File: src/rtl/i2c_am_pkg.sv
package i2c_am_pkg;
  localparam logic [4:0] TEN_MARK = 5'b11110;

  typedef enum logic [2:0] {
    ST_IDLE,
    ST_ADDR1,
    ST_ACK1,
    ST_ADDR2,
    ST_ACK2,
    ST_IGNORE
  } am_state_e;
endpackage

File: src/rtl/i2c_sync_2ff.sv
module i2c_sync_2ff #(
  parameter int STAGES = 2,
  parameter int WIDTH  = 2
) (
  input  logic             clk_i,
  input  logic             rst_ni,
  input  logic [WIDTH-1:0] d_i,
  output logic [WIDTH-1:0] q_o
);
  logic [WIDTH-1:0] stg [STAGES];

  for (genvar s = 0; s < STAGES; s++) begin : g_stage
    always_ff @(posedge clk_i or negedge rst_ni) begin
      if (!rst_ni) stg[s] <= '1;  // idle bus reads high
      else if (s == 0) stg[s] <= d_i;
      else stg[s] <= stg[(s == 0) ? 0 : s-1];
    end
  end

  assign q_o = stg[STAGES-1];
endmodule

File: src/rtl/i2c_bus_cond.sv
module i2c_bus_cond (
  input  logic clk_i,
  input  logic rst_ni,
  input  logic scl_s_i,
  input  logic sda_s_i,
  output logic start_o,
  output logic stop_o,
  output logic scl_rise_o,
  output logic scl_fall_o
);
  logic scl_q, sda_q;

  always_ff @(posedge clk_i or negedge rst_ni) begin
    if (!rst_ni) begin
      scl_q <= 1'b1;
      sda_q <= 1'b1;
    end else begin
      scl_q <= scl_s_i;
      sda_q <= sda_s_i;
    end
  end

  // SDA edges with SCL held high are bus conditions, never data
  assign start_o    = scl_q & scl_s_i &  sda_q & ~sda_s_i;
  assign stop_o     = scl_q & scl_s_i & ~sda_q &  sda_s_i;
  assign scl_rise_o = ~scl_q &  scl_s_i;
  assign scl_fall_o =  scl_q & ~scl_s_i;
endmodule

File: src/rtl/i2c_addr_cmp.sv
module i2c_addr_cmp
  import i2c_am_pkg::*;
#(
  parameter int ADDR_W = 10
) (
  input  logic [7:0]        byte_i,
  input  logic [ADDR_W-1:0] own_addr_i,
  input  logic              ten_bit_i,
  output logic              hit_first_o,
  output logic              hit_second_o
);
  logic hit7, hit10;

  assign hit7  = ~ten_bit_i & (byte_i[7:1] == own_addr_i[6:0]);
  assign hit10 =  ten_bit_i & (byte_i[7:3] == TEN_MARK)
                            & (byte_i[2:1] == own_addr_i[9:8]);

  assign hit_first_o  = hit7 | hit10;
  assign hit_second_o = ten_bit_i & (byte_i == own_addr_i[7:0]);
endmodule

File: src/rtl/i2c_addr_matcher.sv
module i2c_addr_matcher
  import i2c_am_pkg::*;
#(
  parameter int SYNC_STAGES = 2,
  parameter int ADDR_W      = 10
) (
  input  logic              clk_i,
  input  logic              rst_ni,
  input  logic              scl_i,
  input  logic              sda_i,
  input  logic [ADDR_W-1:0] own_addr_i,
  input  logic              ten_bit_i,
  output logic              match_o,
  output logic              rnw_o,
  output logic              busy_o,
  output logic              sda_pull_o
);
  localparam int BITS  = 8;
  localparam int CNT_W = $clog2(BITS + 1);

  logic scl_s, sda_s;
  logic start_det, stop_det, scl_rise, scl_fall;
  logic hit_first, hit_second;

  am_state_e        state_q;
  logic [BITS-1:0]  shreg_q;
  logic [CNT_W-1:0] bitcnt_q;
  logic             byte_done;

  i2c_sync_2ff #(.STAGES(SYNC_STAGES), .WIDTH(2)) u_sync (
    .clk_i (clk_i),
    .rst_ni(rst_ni),
    .d_i   ({scl_i, sda_i}),
    .q_o   ({scl_s, sda_s})
  );

  i2c_bus_cond u_cond (
    .clk_i     (clk_i),
    .rst_ni    (rst_ni),
    .scl_s_i   (scl_s),
    .sda_s_i   (sda_s),
    .start_o   (start_det),
    .stop_o    (stop_det),
    .scl_rise_o(scl_rise),
    .scl_fall_o(scl_fall)
  );

  i2c_addr_cmp #(.ADDR_W(ADDR_W)) u_cmp (
    .byte_i      (shreg_q),
    .own_addr_i  (own_addr_i),
    .ten_bit_i   (ten_bit_i),
    .hit_first_o (hit_first),
    .hit_second_o(hit_second)
  );

  // eighth bit sampled and SCL now low: decide the acknowledge
  assign byte_done = scl_fall & (bitcnt_q == CNT_W'(BITS));

  always_ff @(posedge clk_i or negedge rst_ni) begin
    if (!rst_ni) begin
      busy_o <= 1'b0;
    end else if (stop_det) begin
      busy_o <= 1'b0;
    end else if (start_det) begin
      busy_o <= 1'b1;
    end
  end

  always_ff @(posedge clk_i or negedge rst_ni) begin
    if (!rst_ni) begin
      state_q    <= ST_IDLE;
      shreg_q    <= '0;
      bitcnt_q   <= '0;
      sda_pull_o <= 1'b0;
      match_o    <= 1'b0;
      rnw_o      <= 1'b0;
    end else begin
      match_o <= 1'b0;
      if (stop_det) begin
        state_q    <= ST_IDLE;
        sda_pull_o <= 1'b0;
      end else if (start_det) begin
        state_q    <= ST_ADDR1;
        bitcnt_q   <= '0;
        sda_pull_o <= 1'b0;
      end else begin
        unique case (state_q)
          ST_ADDR1, ST_ADDR2: begin
            if (scl_rise && bitcnt_q < CNT_W'(BITS)) begin
              shreg_q  <= {shreg_q[BITS-2:0], sda_s};
              bitcnt_q <= bitcnt_q + 1'b1;
            end else if (byte_done) begin
              if (state_q == ST_ADDR1) begin
                if (hit_first) begin
                  state_q    <= ST_ACK1;
                  sda_pull_o <= 1'b1;
                  rnw_o      <= shreg_q[0];
                  match_o    <= ~ten_bit_i;
                end else begin
                  state_q <= ST_IGNORE;
                end
              end else begin
                if (hit_second) begin
                  state_q    <= ST_ACK2;
                  sda_pull_o <= 1'b1;
                  match_o    <= 1'b1;
                end else begin
                  state_q <= ST_IGNORE;
                end
              end
            end
          end
          ST_ACK1: begin
            if (scl_fall) begin
              sda_pull_o <= 1'b0;
              bitcnt_q   <= '0;
              state_q    <= ten_bit_i ? ST_ADDR2 : ST_IGNORE;
            end
          end
          ST_ACK2: begin
            if (scl_fall) begin
              sda_pull_o <= 1'b0;
              state_q    <= ST_IGNORE;
            end
          end
          default: ;
        endcase
      end
    end
  end
endmodule

File: config.mk
export PLATFORM = sky130hd
export DESIGN_NAME = i2c_addr_matcher
export DESIGN_NICKNAME = d
export VERILOG_FILES = /design/src/rtl/i2c_am_pkg.sv /design/src/rtl/i2c_sync_2ff.sv /design/src/rtl/i2c_bus_cond.sv /design/src/rtl/i2c_addr_cmp.sv /design/src/rtl/i2c_addr_matcher.sv
export SDC_FILE = /design/constraint.sdc
export NUM_CORES = 1
export LEC_CHECK = 0
export ABC_AREA = 1
export BUFFER_PORTS_ARGS = -buffer_cell sky130_fd_sc_hd__clkbuf_2
export CORE_AREA = 10 10 73 106
export CTS_CLUSTER_SIZE = 20
export DETAILED_ROUTE_END_ITERATION = 8
export DIE_AREA = 0 0 83 116
export PLACE_DENSITY = 0.39
export SLEW_MARGIN = 20
export SYNTH_ARGS = -nofsm -noshare
export SYNTH_HDL_FRONTEND = slang
export SYNTH_SLANG_ARGS = --single-unit
File: constraint.sdc
create_clock -name clk_i -period 1.5 [get_ports clk_i]
set_input_delay 0.075 -clock clk_i [delete_from_list [all_inputs] [get_ports clk_i]]
set_output_delay 0.075 -clock clk_i [all_outputs]
set_load 0.1 [all_outputs]
==> reports/metrics.yaml <==
clock_network:
  cts_buffers: 3
  cts_buffer_depth: 2
  clk_pin_slew_worst_paths_ps: 90
  cts_root_buf: "clkbuf_8"
  insertion_delay_ps: 270
  htree_levels: 1
  clock-sinks: 25
  tritoncts: "yes"
worst_setup_path:
  critPathKind: "flip-flop to flip-flop"
  ff2ff_path_depth: 11
  cp_num_buf_inv: 2
  r2r-end: "sda_pull_o"
  slowest_delay_ps: 560
  critPathCaptureType: "flip-flop"
  crit_slowest_cell: "dfstp_2"
  timing.critical_path.mode_cell: "nand2_1"
  critPathRequiredTime_ps: 1670
  cp_data_arrival_time_ps: 1630
  worst_path_dominant_cell_family: "simple AND/OR/NAND/NOR gates"
  regToRegSetupSlack_ps: 40
  path_cells: "nand2_2 > inv_2 > nand3_4 > nand2_4 > nor2_1 > nand2_1 > nand2_2 > inv_2 > nand3_1 > nand2_1 > nand2_1"
  cp-start-kind: "flip-flop"
  r2r-start: "u_sync.q_o[1]"
  crit_path_max_fanout: 4
floorplanning:
  die_w_um: 83
  num_rows: 34
  die_h_um: 116
  io-pin-count: 19
  start_util_pct: 24.6
  core_area_um2: 5790
  die-area_um2: 9630
detailed_routing:
  first_pass_iters: 4
  wl_mm: 3.77
  drtIter0Drc: 41
  drt-wirelength-per-cell_um: 12.0
  vias: 1338
  detail-route-antenna-nets: 0
  vias_per_cell: 4.26
  drc_errors: 0
timing:
  maxSlewViolCount: 0
  period_share_pct: 97.4
  fin_ws_ps: 38.8
  final.min_clock_period_ps: 1460
  tightest_slew_ps: 666
  final_hold_viol_count: 0
  setup_viol: 0
  relSlewSlack_pct: 55.6
  fmax_mhz: 684
  fin_skew_ps: 1.71
  grt_setup_unrepaired: "yes"
synth:
  netlist_area_um2: 1430
  synthCells: 202
  ys_types: 23
  synth_nets: 219
  syn_area_per_cell_um2: 7.06
  ys_warn_count: 0
  ys_seq_area_share_pct: 44.4
  ys_ff_latch: 25
worst_hold_path:
  whs_path_depth: 5
  min_from: "ten_bit_i"
  min_path_type: "input port to flip-flop"
  whs_endpoint: "state_q[1]"
job:
  cap_violations: 0
cells_and_area:
  drive_above_1_share_pct: 33.5
  nFillCells: 690
  fin_nets: 260
  syn_to_final_growth_pct: 30.3
  n_antenna_cell: 0
  final_cell_mix: "nand2_1, inv_1, clkbuf_2, dfrtp_1, buf_4"
  post-route-util_pct: 32.1
  final_common_cell: "nand2_1"
global_route:
  grt_max_degree: 26
  track_usage_pct: 8.04
  grt_pass1_wl_mm: 6.40
  grt_pass1_vias: 1428
  overflow: 0
  antenna_found_initial: 0
pwr:
  p_leak_nw: 0.962
  switching_share_pct: 43.2
  combPwrFrac_pct: 47.4
  power_switching_mw: 1.15
  clkPwrFrac_pct: 15.5
  pwr_density_cell_nw_per_um2: 1440
  seq_power_share_pct: 37.1
  vdd.ir_drop.worst_uv: 691
  internal_power_mw: 1.52
placed_design:
  gp_congestion: 0.780
  place_hpwl_mm: 3.00
  pre_cts_slack_ps: -57.8
  io_buffers: 18
run_status:
  outcome: "finished, final reports clean"
==> state kept, by name, summed over array words and instances, names as in the netlist <==
register and count:
u_cond.scl_q 1, u_sync.stg 2, u_cond.sda_q 1, shreg_q 8
state_q 3, bitcnt_q 4, u_sync.q_o 2, sda_pull_o 1
busy_o 1, rnw_o 1, match_o 1
==> kinds of logic after synthesis <==
| logic type | after synthesis | synth area share [%] |
|---|---|---|
| compound gates | 22 | 7.99 |
| xor+xnor | 2 | 1.23 |
| fa+ha+maj | 2 | 1.76 |
| buf+inv | 38 | 10.0 |
| flops | 25 | 44.4 |
| simple gates | 113 | 34.6 |
==> worst reg2reg max path, stage by stage (launching register included) <==
cell and delay (ps):
dfstp_2 560, nand2_2 60, inv_2 90, nand3_4 100
nand2_4 90, nor2_1 40, nand2_1 70, nand2_2 80
inv_2 90, nand3_1 70, nand2_1 60, nand2_1 40
==> per-stage QoR <==
stage | power, mW | area (um2) | setup TNS, ps | instances | hold slack (ps)
floorplan | 1.79 | 1430 | 0 | 202 | -221
global placement | 2.17 | 1670 | -84.9 | 300 | 164
detailed placement | 2.17 | 1670 | -72.0 | 300 | 156
CTS | 2.60 | 1770 | 0 | 309 | 228
global route | 2.92 | 1860 | -318 | 314 | 244
finish | 2.67 | 1860 | 0 | 314 | 204
==> worst max-delay path by stage <==
stage / end / startpoint / slack, ps / cells past startpoint
final: sda_pull_o / u_sync.q_o[1] / 40 / 11
after global routing: sda_pull_o / state_q[0] / -90 / 10
after CTS: sda_pull_o / u_sync.q_o[1] / 2 / 11
after detailed placement: sda_pull_o / u_sync.q_o[1] / -60 / 11
after global placement: sda_pull_o / u_sync.q_o[1] / -60 / 11
after floorplan: sda_pull_o / u_sync.q_o[1] / 110 / 11
==> power groups by stage <==
stage | clock network [mW] | logic, mW | registers (mW)
final | 0.412 | 1.27 | 0.990
after global routing | 0.457 | 1.44 | 1.02
after CTS | 0.428 | 1.18 | 0.991
after detailed placement | 0 | 1.16 | 1.00
after global placement | 0 | 1.16 | 1.01
after floorplan | 0 | 0.676 | 1.11
==> per-layer routing <==
metal | global-route usage (%) | share of wire, % | vias up
met1 | 7.90 | 41 | 616
li1 | - | - | 705
met2 | 16.1 | 56 | 13
met5 | 0 | 0 | -
met4 | 3.42 | 1.1 | 0
met3 | 1.26 | 1.9 | 4
==> area by class of cell <==
type / count / area (um2) / area share (%)
inverter: 37 / 139 / 7.48
clock buffer: 3 / 41.3 / 2.22
clock inverter: 1 / 5.00 / 0.270
tap: 72 / 90.1 / 4.85
timing repair buffer: 37 / 244 / 13.1
sequential: 25 / 637 / 34.3
multi-input combinational: 139 / 701 / 37.7
==> repair_timing <==
action | 4_1_cts | 5_1_grt
setup buffers | 2 | 5
gates resized for setup | 1 | 22
pin swaps | 1 | 9
endpoints found under the hold margin | 21 | 0
hold buffers | 3 | 0
endpoints found under the setup margin | 3 | 7
==> synthesized netlist by cell type (all sizes together) <==
master  instances  area, um2
o21ai          15       75.1
a31oi           1       6.26
xnor2           1       8.76
o211ai          1       7.51
inv            37        139
ha              2       25.0
nand3          11       65.1
clkbuf          1       3.75
nor2           22       95.1
dfstp           6        158
dfrtp          19        475
nor3            2       10.0
and3            1       6.26
xor2            1       8.76
nand4           6       37.5
a21oi           5       25.0
nand2          70        270
or2             1       8.76
Power figures use the tool's default switching activity.
